### config.mk
export PLATFORM = sky130hd
export DESIGN_NAME = stream_flush_pipe
export DESIGN_NICKNAME = d
export VERILOG_FILES = /design/src/rtl/flush_pkg.sv /design/src/rtl/flush_ctrl.sv /design/src/rtl/flush_stage.sv /design/src/rtl/flush_acc.sv /design/src/rtl/stream_flush_pipe.sv
export SDC_FILE = /design/constraint.sdc
export NUM_CORES = 1
export LEC_CHECK = 0
export BUFFER_PORTS_ARGS = -buffer_cell sky130_fd_sc_hd__clkbuf_2
export CAP_MARGIN = 25
export CORE_AREA = 10 10 141 143
export CTS_BUF_LIST = sky130_fd_sc_hd__clkbuf_8
export CTS_CLUSTER_DIAMETER = 80
export DETAILED_ROUTE_END_ITERATION = 8
export DIE_AREA = 0 0 151 153
export MAX_ROUTING_LAYER = met4
export SKIP_LAST_GASP = 1
export SYNTH_ARGS = -nofsm -noshare
export SYNTH_HDL_FRONTEND = slang
export SYNTH_HIERARCHICAL = 1
export SYNTH_SLANG_ARGS = --single-unit
### constraint.sdc
create_clock -name clk -period 2.97 [get_ports clk]
set_input_delay 0.1485 -clock clk [delete_from_list [all_inputs] [get_ports clk]]
set_output_delay 0.1485 -clock clk [all_outputs]
set_load 0.1 [all_outputs]
### src/rtl/flush_pkg.sv
package flush_pkg;

    typedef enum logic {
        SEQ_IDLE  = 1'b0,
        SEQ_FLUSH = 1'b1
    } seq_state_e;

    // Coefficient applied by multiply stage number idx (1-based).
    function automatic int unsigned stage_coef(input int unsigned idx);
        return 2 * idx + 1;
    endfunction

    // Flush window length: the request, but never below the pipe latency.
    function automatic int unsigned flush_window(input int unsigned req,
                                                 input int unsigned lat);
        return (req < lat) ? lat : req;
    endfunction

endpackage

### src/rtl/flush_ctrl.sv
module flush_ctrl
    import flush_pkg::*;
#(
    parameter int unsigned WINDOW = 6
) (
    input  logic clk,
    input  logic rst_pulse,
    output logic busy
);
    localparam int unsigned CW = $clog2(WINDOW + 1);

    logic              req_q;
    seq_state_e        state_q;
    logic [CW-1:0]     left_q;

    // Request is registered once; the registered copy acts as the
    // synchronous reset of the loop registers below.
    always_ff @(posedge clk) begin
        req_q <= rst_pulse;
    end

    always_ff @(posedge clk) begin
        if (req_q) begin
            state_q <= SEQ_FLUSH;
            left_q  <= CW'(WINDOW - 1);
        end else if (state_q == SEQ_FLUSH) begin
            if (left_q == '0) begin
                state_q <= SEQ_IDLE;
            end else begin
                left_q <= left_q - 1'b1;
            end
        end
    end

    assign busy = (state_q == SEQ_FLUSH);

endmodule

### src/rtl/flush_stage.sv
module flush_stage #(
    parameter int unsigned DW   = 16,
    parameter int unsigned COEF = 1
) (
    input  logic          clk,
    input  logic          in_vld,
    input  logic [DW-1:0] in_val,
    output logic          out_vld,
    output logic [DW-1:0] out_val
);
    // Feed-forward register: deliberately no reset, flushed by zeros.
    always_ff @(posedge clk) begin
        out_vld <= in_vld;
    end

    if (COEF == 1) begin : g_pass
        always_ff @(posedge clk) begin
            out_val <= in_val;
        end
    end else begin : g_scale
        localparam logic [DW-1:0] K = DW'(COEF);
        always_ff @(posedge clk) begin
            out_val <= in_val * K;
        end
    end

endmodule

### src/rtl/flush_acc.sv
module flush_acc #(
    parameter int unsigned DW = 16,
    parameter int unsigned AW = 24
) (
    input  logic          clk,
    input  logic          clear,
    input  logic          in_vld,
    input  logic [DW-1:0] in_val,
    output logic [AW-1:0] sum_out
);
    logic [AW-1:0] acc_q;

    // Feedback register: cleared directly on every window cycle.
    always_ff @(posedge clk) begin
        if (clear) begin
            acc_q <= '0;
        end else if (in_vld) begin
            acc_q <= acc_q + AW'(in_val);
        end
    end

    assign sum_out = clear ? '0 : acc_q;

endmodule

### src/rtl/stream_flush_pipe.sv
module stream_flush_pipe
    import flush_pkg::*;
#(
    parameter int unsigned DATA_W       = 16,
    parameter int unsigned ACC_W        = 24,
    parameter int unsigned STAGES       = 3,
    parameter int unsigned FLUSH_CYCLES = 6
) (
    input  logic              clk,
    input  logic              rst_pulse,
    input  logic [DATA_W-1:0] data_in,
    input  logic              data_valid,
    output logic [ACC_W-1:0]  data_out,
    output logic              busy
);
    localparam int unsigned LAT    = STAGES + 1;
    localparam int unsigned WINDOW = flush_window(FLUSH_CYCLES, LAT);
    localparam int unsigned NPOS   = STAGES + 2;

    logic [DATA_W-1:0] pv  [NPOS];
    logic              pvl [NPOS];

    flush_ctrl #(.WINDOW(WINDOW)) u_ctrl (
        .clk       (clk),
        .rst_pulse (rst_pulse),
        .busy      (busy)
    );

    // Input gate: zeros and no valid while the window is open.
    assign pv[0]  = busy ? '0 : data_in;
    assign pvl[0] = data_valid & ~busy;

    for (genvar g = 0; g <= STAGES; g++) begin : g_stage
        flush_stage #(
            .DW   (DATA_W),
            .COEF ((g == 0) ? 1 : stage_coef(g))
        ) u_stage (
            .clk     (clk),
            .in_vld  (pvl[g]),
            .in_val  (pv[g]),
            .out_vld (pvl[g+1]),
            .out_val (pv[g+1])
        );
    end

    flush_acc #(.DW(DATA_W), .AW(ACC_W)) u_acc (
        .clk     (clk),
        .clear   (busy),
        .in_vld  (pvl[NPOS-1]),
        .in_val  (pv[NPOS-1]),
        .sum_out (data_out)
    );

endmodule

==> results_dict.tcl, run 1 <==
set metrics [dict create \
    outcome "finished clean" \
    drtIter0Drc 199 \
    cellPowerDensity_nw_per_um2 638 \
    synth-seq-area-share_pct 33.2 \
    cts_sinks 97 \
    maxCapViolations 0 \
    finClkSkew_ns 0.0112 \
    multi_input_area_um2 3770 \
    clock_path_buffers 2 \
    worstPathMaxFanout 3 \
    rr_endpoint "g_stage[3].u_stage/out_val[12]$_DFF_P_" \
    ctsHtreeMaxLevel 3 \
    fin_util_pct 39.4 \
    grt_pass1_vias 4563 \
    max_freq_mhz 382 \
    cp-start-kind "flop" \
    synth-edff-count 0 \
    p_leak_nw 3.08 \
    critPathArrivalTime_ns 2.87 \
    gp_congestion 0.909 \
    crit_path_frequent_cell "fa_1" \
    cpPeakStageDelay_ns 0.54 \
    finalInstanceArea_um2 6720 \
    clk_latency_ns 0.37 \
    dp_cells 865 \
    wl_mm 11.5 \
    place_area_um2 6340 \
    die_area_um2 23100 \
    grt_pass1_wl_mm 20.1 \
    tns_ns 0 \
    grt.overflow.total 0 \
    die-width_um 151 \
    crit_required_ns 3.22 \
    hpwl_mm 8.96 \
    dieHeight_um 153 \
    ir_drop_uv 380 \
    track_usage_pct 10.6 \
    grt_max_degree 35 \
    slowest_stage "fa_1" \
    period_needed_ns 2.62 \
    ys_ff_latch 97 \
    cp.depth 9 \
    final_cells 899 \
    dr.pass1.iters 4 \
    yosys-top-cells-area "dfxtp_1 33%, ha_1 15%, fa_1 5.8%, xnor2_1 4.6%, nor2b_1 3.8%" \
    critPathCaptureType "flop" \
    hold_viol 0 \
    postRouteAntennaNets 0 \
    via_count 4493 \
    yosys.area.top_type "dfxtp_1" \
    cts.clk_slew.worst_paths_ns 0.09 \
    cp-endpoint "g_stage[3].u_stage/out_val[12]$_DFF_P_" \
    ys_top_cells_by_count "97 x dfxtp_1, 71 x ha_1, 46 x nor2_1" \
    worstSetupPathType "reg -> reg" \
    async_flop_share_pct 0 \
    cts-root-buf "clkbuf_8" \
    post_drt_via_cell_ratio 5.00 \
    rsz0062_at_grt "no" \
    hold_class "reg -> reg" \
    finalSetupViolations 0 \
    antenna_found_initial 0 \
    ys_types 71 \
    worstPathBufferInverterCount 1 \
    fill_cells 1696 \
    syn-num-nets 711 \
    drc_errors 0 \
    nets 776 \
    maxSlewHeadroom_pct 58.2 \
    worst_pin_slew_ns 0.627 \
    crit-reg2reg-launch "g_stage[2].u_stage/out_val[0]$_DFF_P_" \
    regArea_um2 1940 \
    syn_area_um2 5850 \
    io_buffers 43 \
    syn-instance-count 604 \
    synth-main-ff-cell "dfxtp_1" \
    crit_family "adder cells" \
    yosys_warnings 6 \
    io_pins 44 \
    reg2reg_slack_ns 0.35 \
    cts_tree "built" \
    placementRows 48 \
    start_util_pct 34.3 \
    area_delta_synth_final_pct 14.7 \
    synth.avg_cell_area_um2 9.69 \
    reg2reg_depth 9 \
    synth_top_area_share_pct 33.2 \
    core_region_area_um2 17100 \
    crit_start "g_stage[2].u_stage/out_val[0]$_DFF_P_" \
    power_w 0.00428 \
    yosysMostFrequentCell "dfxtp_1" \
    fin_crit_sh_pct 88.2 \
    slew_violations 0 \
    cp_cell_sequence "fa_1 -> ha_1 -> inv_1 -> fa_1 -> nor2b_1 -> o21bai_1 -> a31oi_1 -> o221ai_1 -> xnor2_1" \
    cts_buffers 9 \
    wl_per_cell_um 12.8 \
    final_layout_size_suffix_gt1_share_pct 15.1 \
    n_antenna_cell 0 \
]
-- metrics by stage --
step / setup WS [ns] / hold WS [ns]
2_1_floorplan: -0.00847 / 0.176
3_3_place_gp: 0.494 / 0.254
3_5_place_dp: 0.423 / 0.252
4_1_cts: 0.400 / 0.334
5_1_grt: 0.222 / 0.350
6_report: 0.351 / 0.334
-- where the power goes --
part           switching, W  total, W  internal (W)
combinational      0.000910   0.00168      0.000768
clock              0.000441  0.000849      0.000408
sequential         0.000205   0.00176       0.00155
total               0.00156   0.00428       0.00273
-- logic make-up (layout without fill, tap and decap cells) --
kind of cell    Yosys count  in the layout  synth area share [%]
simple gates            187            187                  17.3
flops                    97             97                  33.2
buf+inv                  35            105                  2.39
mux                      12             12                  2.07
compound gates          135            135                  16.5
xor+xnor                 50             50                  7.61
fa+ha+maj                88             88                  21.0
-- registers in the layout, summed over array words and instances (netlist names) --
name,count
g_stage.u_stage/out_val,64
u_ctrl/left_q,3
u_ctrl/req_q,1
u_ctrl/busy,1
u_acc/acc_q,24
g_stage.u_stage/out_vld,4
-- cell usage in the layout (no fill, tap or decap), types with 3 or more instances in the layout --
master,instances
clkbuf_8,10
nor2_1,46
a211oi_2,3
o2111ai_1,3
and3_2,3
a21oi_1,40
nor3_1,5
a21oi_2,4
a31oi_1,4
o21ai_0,12
nand2_1,31
a211oi_1,7
xor2_1,18
or4_1,3
o221ai_1,4
fa_1,17
and2b_2,7
nand3_1,20
inv_1,26
nor2b_1,36
dfxtp_1,96
a221oi_1,3
dlygate4sd3_1,18
xnor2_1,31
o21bai_1,6
mux2i_1,11
clkbuf_2,43
nand4_1,4
o21ai_1,9
ha_1,71
nand4b_1,3
a21o_1,11
o21a_1,5
nand2b_1,6
-- metal layers --
| metal | vias up | wire, µm | GRT usage, % |
|---|---|---|---|
| met5 | - | 0 | - |
| met2 | 81 | 5640 | 18.1 |
| met4 | 0 | 215 | 3.30 |
| li1 | 2284 | - | - |
| met3 | 22 | 544 | 3.28 |
| met1 | 2106 | 5100 | 11.5 |
-- worst min-delay path by stage --
stage / slack (ns) / end / from / cells past startpoint
global route: 0.35 / g_stage[1].u_stage/out_vld$_DFF_P_ / g_stage[0].u_stage/out_vld$_DFF_P_ / 0
global placement: 0.25 / u_ctrl/req_q$_DFF_P_ / rst_pulse / 1
floorplan: 0.18 / u_ctrl/req_q$_DFF_P_ / rst_pulse / 0
finish: 0.33 / g_stage[1].u_stage/out_vld$_DFF_P_ / g_stage[0].u_stage/out_vld$_DFF_P_ / 0
detailed placement: 0.25 / u_ctrl/req_q$_DFF_P_ / rst_pulse / 1
CTS: 0.33 / g_stage[1].u_stage/out_vld$_DFF_P_ / g_stage[0].u_stage/out_vld$_DFF_P_ / 0
-- layout make-up --
class	count	share of cell area, %
inverter	25	1.40
timing repair buffer	64	6.41
multi-input combinational	472	56.1
tap	225	4.19
clock inverter	6	0.876
sequential	97	28.9
clock buffer	10	2.05
-- timing repair --
item / in CTS / in global routing
setup buffers: 0 / 0
setup endpoints to repair: 0 / 0
hold endpoints to repair: 18 / 0
hold buffers: 18 / 0
gates resized for setup: 0 / 0
(Power assumes the default switching activity.)
==> run 2: changes to the inputs <==
ABC_AREA = 1   (was unset)
CORE_AREA = 10 10 150 152   (was 10 10 141 143)
DIE_AREA = 0 0 160 162   (was 0 0 151 153)
==> run 2 against run 1 <==
  * First-iteration DRC count grew 26%
  * Die area grew 12%
  * Final area grew 13%
  * Worst hold slack lost 0.0022 ns
  * Cell count grew 45%
  * Non-clock buffer count shrank 1
  * Critical path depth is the same
  * Setup slack gained 0.51 ns
  * Synthesized cell count grew 61%
  * Critical endpoint is now g_stage[3].u_stage/out_val[10]$_DFF_P_
  * Largest cell class unchanged
  * Highest routed layer unchanged
==> results_dict.tcl, run 2 <==
set metrics [dict create \
    outcome "finished clean" \
    reg_top3 "g_stage.u_stage/out_val x64, u_acc/acc_q x24, g_stage.u_stage/out_vld x4" \
    worst_pin_slew_ns 0.550 \
    fin_crit_sh_pct 70.9 \
    yosys.area.top_type "dfxtp_1" \
    synth-main-ff-cell "dfxtp_1" \
    power_frac_comb_pct 40.7 \
    critPathArrivalTime_ns 2.37 \
    pwr-share-seq_pct 40.9 \
    p_int_w 0.00260 \
    finClkSkew_ns 0.0154 \
    yosys-top-cells-area "dfxtp_1 29%, nand2_1 15%, ha_1 13%, inv_1 9.6%, nor2_1 5.5%" \
    slew_violations 0 \
    placementRows 51 \
    syn-instance-count 973 \
    post_drt_via_cell_ratio 4.38 \
    antenna_found_initial 0 \
    cp_cell_sequence "fa_1 -> ha_1 -> inv_1 -> fa_1 -> nor2_2 -> nor2_4 -> nor2_2 -> nor2_2 -> xnor2_1" \
    rsz0062_at_grt "no" \
    n_antenna_cell 0 \
    slowest_stage "fa_1" \
    area_delta_synth_final_pct 12.8 \
    cts.repair.resized 0 \
    synth_top_area_share_pct 28.9 \
    track_usage_pct 11.2 \
    postCtsSetupBuffers 0 \
    drtIter0Drc 251 \
    yosys_warnings 6 \
    cts_buffers 9 \
    io_pins 44 \
    drc_errors 0 \
    synth-edff-count 0 \
    nets 1144 \
    hold_class "reg -> reg" \
    regMostFlops "g_stage.u_stage/out_val" \
    clock_path_buffers 2 \
    synth-seq-area-share_pct 28.9 \
    final_cell_mix "267 x nand2_1, 174 x inv_1, 99 x nor2_1, 96 x dfxtp_1, 71 x ha_1" \
    wl_per_cell_um 10.2 \
    finalSetupViolations 0 \
    grt_pass1_vias 5717 \
    core_region_area_um2 19400 \
    cts_sinks 97 \
    ys_types 35 \
    critPathCaptureType "flop" \
    cts-root-buf "clkbuf_8" \
    ys_ff_latch 97 \
    hpwl_mm 10.9 \
    cellPowerDensity_nw_per_um2 565 \
    via_count 5722 \
    gp_congestion 0.857 \
    ir_drop_uv 254 \
    dr.pass1.iters 4 \
    power_switching_share_pct 39.3 \
    async_flop_share_pct 0 \
    syn_area_um2 6710 \
    grt_pass1_wl_mm 24.3 \
    maxSlewHeadroom_pct 63.5 \
    start_util_pct 34.6 \
    p_leak_nw 4.19 \
    dieHeight_um 162 \
    wl_mm 13.3 \
    grt.overflow.total 0 \
    ys_top_cells_by_count "267 x nand2_1, 171 x inv_1, 99 x nor2_1" \
    syn-num-nets 1080 \
    cts_tree "built" \
    p_sw_w 0.00168 \
    worstPathMaxFanout 4 \
    place_area_um2 7220 \
    finalInstanceArea_um2 7570 \
    largest_reg_flops 64 \
    fin_util_pct 39.0 \
    final_layout_size_suffix_gt1_share_pct 11.2 \
    crit_path_frequent_cell "nor2_2" \
    grt_max_degree 32 \
    die_area_um2 25900 \
    period_needed_ns 2.10 \
    ctsHtreeMaxLevel 3 \
    final_common_cell "nand2_1" \
    tns_ns 0 \
    cts.clk_slew.worst_paths_ns 0.08 \
    cp-start-kind "flop" \
    maxCapViolations 0 \
    pwr-share-clk_pct 18.4 \
    cpPeakStageDelay_ns 0.54 \
    die-width_um 160 \
    max_freq_mhz 475 \
    postRouteAntennaNets 0 \
    worstSetupPathType "reg -> reg" \
    crit_required_ns 3.23 \
    clk_latency_ns 0.38 \
    hold_viol 0 \
    holdBufCountCts 18 \
    yosysMostFrequentCell "nand2_1" \
    synth.avg_cell_area_um2 6.90 \
    io_buffers 43 \
]
## run 2: changes by cell type in the layout (fill, tap and decap cells not counted), sizes merged, moves of 6 or more
cell and change:
a21o -11, nand2 +255, a211oi -10, a21oi +17
and2b -8, nor2b -37, nor2 +63, mux2i -11
xnor2 -22, inv +157, o21ai -7, nand4 +6
a31oi -6, nand3 +39
## run 2: critical path: cells and delay by family, from the launching register on
kind,cells,cell delay (ns)
flops,1,0.35
simple gates,4,0.36
fa+ha+maj,3,1.13
xor+xnor,1,0.11
buf+inv,1,0.06
## run 2: per-stage QoR
step | total power, W | hold WS, ns | std cells | setup slack, ns
after detailed placement | 0.00351 | 0.253 | 1273 | 0.836
after floorplan | 0.00315 | 0.176 | 973 | 0.287
final | 0.00428 | 0.332 | 1307 | 0.866
after global placement | 0.00348 | 0.252 | 1273 | 0.903
after global routing | 0.00473 | 0.339 | 1307 | 0.689
after CTS | 0.00435 | 0.334 | 1307 | 0.838
## run 2: cell type report
class	instances	area, µm²
Tap cell	265	332
Clock inverter	5	23.8
Multi-Input combinational cell	683	4020
Sequential cell	97	1940
Clock buffer	11	151
Inverter	183	687
Fill cell	2082	11800
Timing Repair Buffer	63	410
## run 2: cells by family after synthesis
logic type | share of synthesized area [%]
simple gates | 31.1
buf+inv | 11.1
flops | 28.9
fa+ha+maj | 18.3
compound gates | 6.54
xor+xnor | 4.04
## run 2: power groups by stage
stage | clock, W | sequential (W) | combinational [W]
2_1_floorplan | 0 | 0.00175 | 0.00140
3_3_place_gp | 0 | 0.00178 | 0.00170
3_5_place_dp | 0 | 0.00178 | 0.00173
4_1_cts | 0.000829 | 0.00175 | 0.00176
5_1_grt | 0.000881 | 0.00179 | 0.00206
6_report | 0.000786 | 0.00175 | 0.00174
## run 2: final timing paths
check / depth (start not counted) / slack (ns) / from / endpoint
worst max-delay path: 9 / 0.87 / g_stage[2].u_stage/out_val[0]$_DFF_P_ / g_stage[3].u_stage/out_val[10]$_DFF_P_
worst min-delay path: 0 / 0.33 / g_stage[2].u_stage/out_vld$_DFF_P_ / g_stage[3].u_stage/out_vld$_DFF_P_
worst max register to register: 9 / 0.87 / g_stage[2].u_stage/out_val[0]$_DFF_P_ / g_stage[3].u_stage/out_val[10]$_DFF_P_
worst min register to register: 0 / 0.33 / g_stage[2].u_stage/out_vld$_DFF_P_ / g_stage[3].u_stage/out_vld$_DFF_P_
## run 2: layer usage
layer | vias up | wire length, µm | track usage (%)
met5 | - | 0 | -
met1 | 2466 | 6020 | 12.0
met2 | 85 | 6430 | 20.0
met3 | 24 | 558 | 3.03
met4 | 0 | 270 | 3.38
li1 | 3147 | - | -
==> run 3: changes to the inputs <==
clock period = 1.8 ns   (was 2.97 ns; I/O delays follow)
==> run 3 against run 2 <==
  * The flow now finishes with violations (setup timing)
  * Sequential share of layout area fell by 2.1 points
  * Count of clock-buffer cells in the layout down 1
  * Global-route usage shrank 0.14 points
  * Non-clock buffer count up 31
  * Largest power group is now combinational logic
==> results_dict.tcl, run 3 (synthesized netlist as in run 2, its figures left out) <==
set metrics [dict create \
    worstPathMaxFanout 4 \
    cp_cell_sequence "fa_1 -> ha_2 -> inv_2 -> fa_2 -> nor2_4 -> nor2_4 -> nor2_2 -> nor2_2 -> xnor2_1" \
    worst_pin_slew_ns 0.554 \
    period_needed_ns 1.96 \
    timing.final.ws_setup_ns -0.165 \
    hold_viol 0 \
    p_int_w 0.00540 \
    maxSlewHeadroom_pct 63.2 \
    regMostFlops "g_stage.u_stage/out_val" \
    finalInstanceArea_um2 8420 \
    pwr-share-clk_pct 16.8 \
    cellPowerDensity_nw_per_um2 1040 \
    io_pins 44 \
    crit_required_ns 2.08 \
    cts-root-buf "clkbuf_8" \
    critPathCaptureType "flop" \
    maxCapViolations 0 \
    nets 1175 \
    grt.overflow.total 0 \
    grt_pass1_wl_mm 24.0 \
    slowest_stage "fa_1" \
    max_freq_mhz 509 \
    cts.clk_slew.worst_paths_ns 0.10 \
    power_frac_comb_pct 49.4 \
    largest_reg_flops 64 \
    slew_violations 0 \
    wl_per_cell_um 10.5 \
    die-width_um 160 \
    cts_buffers 9 \
    final_cell_mix "240 x nand2_1, 170 x inv_1, 80 x dfxtp_1, 68 x nor2_1, 51 x a21oi_1" \
    final_cells 1338 \
    finClkSkew_ns 0.0142 \
    ctsHtreeMaxLevel 3 \
    grt_max_degree 28 \
    reg_top3 "g_stage.u_stage/out_val x64, u_acc/acc_q x24, g_stage.u_stage/out_vld x4" \
    track_usage_pct 11.1 \
    power_switching_share_pct 38.1 \
    dr.pass1.iters 4 \
    clk_latency_ns 0.38 \
    final_common_cell "nand2_1" \
    post_drt_via_cell_ratio 4.38 \
    p_leak_nw 4.37 \
    violations "setup timing" \
    hpwl_mm 11.1 \
    ir_drop_uv 516 \
    die_area_um2 25900 \
    dp_cells 1298 \
    rsz0062_at_grt "yes" \
    antenna_found_initial 0 \
    drc_errors 0 \
    wl_mm 14.0 \
    via_count 5865 \
    dpl_worst_slack_ns -0.180 \
    gp_congestion 0.835 \
    finalSetupViolations 9 \
    core_region_area_um2 19400 \
    dieHeight_um 162 \
    postRouteAntennaNets 0 \
    holdWs_ns 0.323 \
    clock_path_buffers 2 \
    pwr-share-seq_pct 33.8 \
    drtIter0Drc 200 \
    p_sw_w 0.00333 \
    hold_class "reg -> reg" \
    worstSetupPathType "reg -> reg" \
    cpPeakStageDelay_ns 0.53 \
    n_antenna_cell 0 \
    io_buffers 43 \
    area_delta_synth_final_pct 25.4 \
    cp-start-kind "flop" \
    critPathArrivalTime_ns 2.24 \
    cts_tree "built" \
    reg2reg_slack_ns -0.16 \
    placementRows 51 \
    final_layout_size_suffix_gt1_share_pct 24.9 \
    fin_crit_sh_pct 109 \
    place_area_um2 7560 \
    start_util_pct 34.6 \
    grt_pass1_vias 5684 \
    cts_sinks 97 \
    outcome "finished, violations left" \
    fill_cells 1969 \
]
## run 3: changes by cell type in the layout (fill, tap and decap cells not counted), moves of 16 or more
| cell | before | now |
|---|---|---|
| buf_4 | 2 | 30 |
| dfxtp_1 | 96 | 80 |
| ha_1 | 71 | 46 |
| ha_4 | 0 | 16 |
| nand2_1 | 267 | 240 |
| nand2_2 | 19 | 43 |
| nor2_1 | 99 | 68 |
| nor2_2 | 11 | 34 |
## run 3: critical path, delay by kind of cell, from the launching register on
| kind | cells | cell delay, ns |
|---|---|---|
| adders and majority gates | 3 | 1.08 |
| xor gates and xnor gates | 1 | 0.11 |
| and+or+nand+nor | 4 | 0.29 |
| DFF | 1 | 0.34 |
| buffers and inverters | 1 | 0.04 |
## run 3: layout make-up
type	instances	area, µm²	share of cell area (%)
tap	265	332	3.94
sequential	97	1980	23.5
multi-input combinational	683	4540	53.9
timing repair buffer	94	678	8.06
inverter	183	687	8.16
clock inverter	6	66.3	0.788
clock buffer	10	138	1.64
## run 3: final timing paths
kind	from	endpoint	depth (start not counted)
worst max-delay path	g_stage[2].u_stage/out_val[0]$_DFF_P_	g_stage[3].u_stage/out_val[10]$_DFF_P_	9
worst min-delay path	g_stage[1].u_stage/out_vld$_DFF_P_	g_stage[2].u_stage/out_vld$_DFF_P_	0
worst max register to register	g_stage[2].u_stage/out_val[0]$_DFF_P_	g_stage[3].u_stage/out_val[10]$_DFF_P_	9
worst min register to register	g_stage[1].u_stage/out_vld$_DFF_P_	g_stage[2].u_stage/out_vld$_DFF_P_	0
## run 3: timing repair
| action | CTS | global route |
|---|---|---|
| gates resized for setup | 34 | 64 |
| pin swaps | 14 | 27 |
| hold endpoints to repair | 18 | 0 |
| setup endpoints to repair | 19 | 33 |
| hold buffers | 18 | 0 |
| setup buffers | 2 | 4 |
## run 3: stage by stage
| step | utilization (%) | setup TNS (ns) | power [W] |
|---|---|---|---|
| final | 43.4 | -0.849 | 0.00873 |
| after detailed placement | 39.0 | -1.38 | 0.00636 |
| after global routing | 43.4 | -1.74 | 0.00948 |
| after global placement | 39.0 | -0.971 | 0.00632 |
| after CTS | 42.0 | -0.845 | 0.00846 |
| after floorplan | - | -2.28 | 0.00527 |
## run 3: power by group through the flow
stage | Clock (W) | Combinational [W] | Sequential, W
finish | 0.00147 | 0.00431 | 0.00295
global route | 0.00162 | 0.00483 | 0.00302
CTS | 0.00154 | 0.00398 | 0.00293
detailed placement | 0 | 0.00339 | 0.00297
global placement | 0 | 0.00336 | 0.00297
floorplan | 0 | 0.00237 | 0.00290
## run 3: metal layers
metal	track usage (%)	routed length, µm	vias up
li1	-	-	3194
met1	11.6	6070	2580
met2	20.2	7110	71
met3	2.63	529	20
met4	3.76	338	0
met5	-	0	-
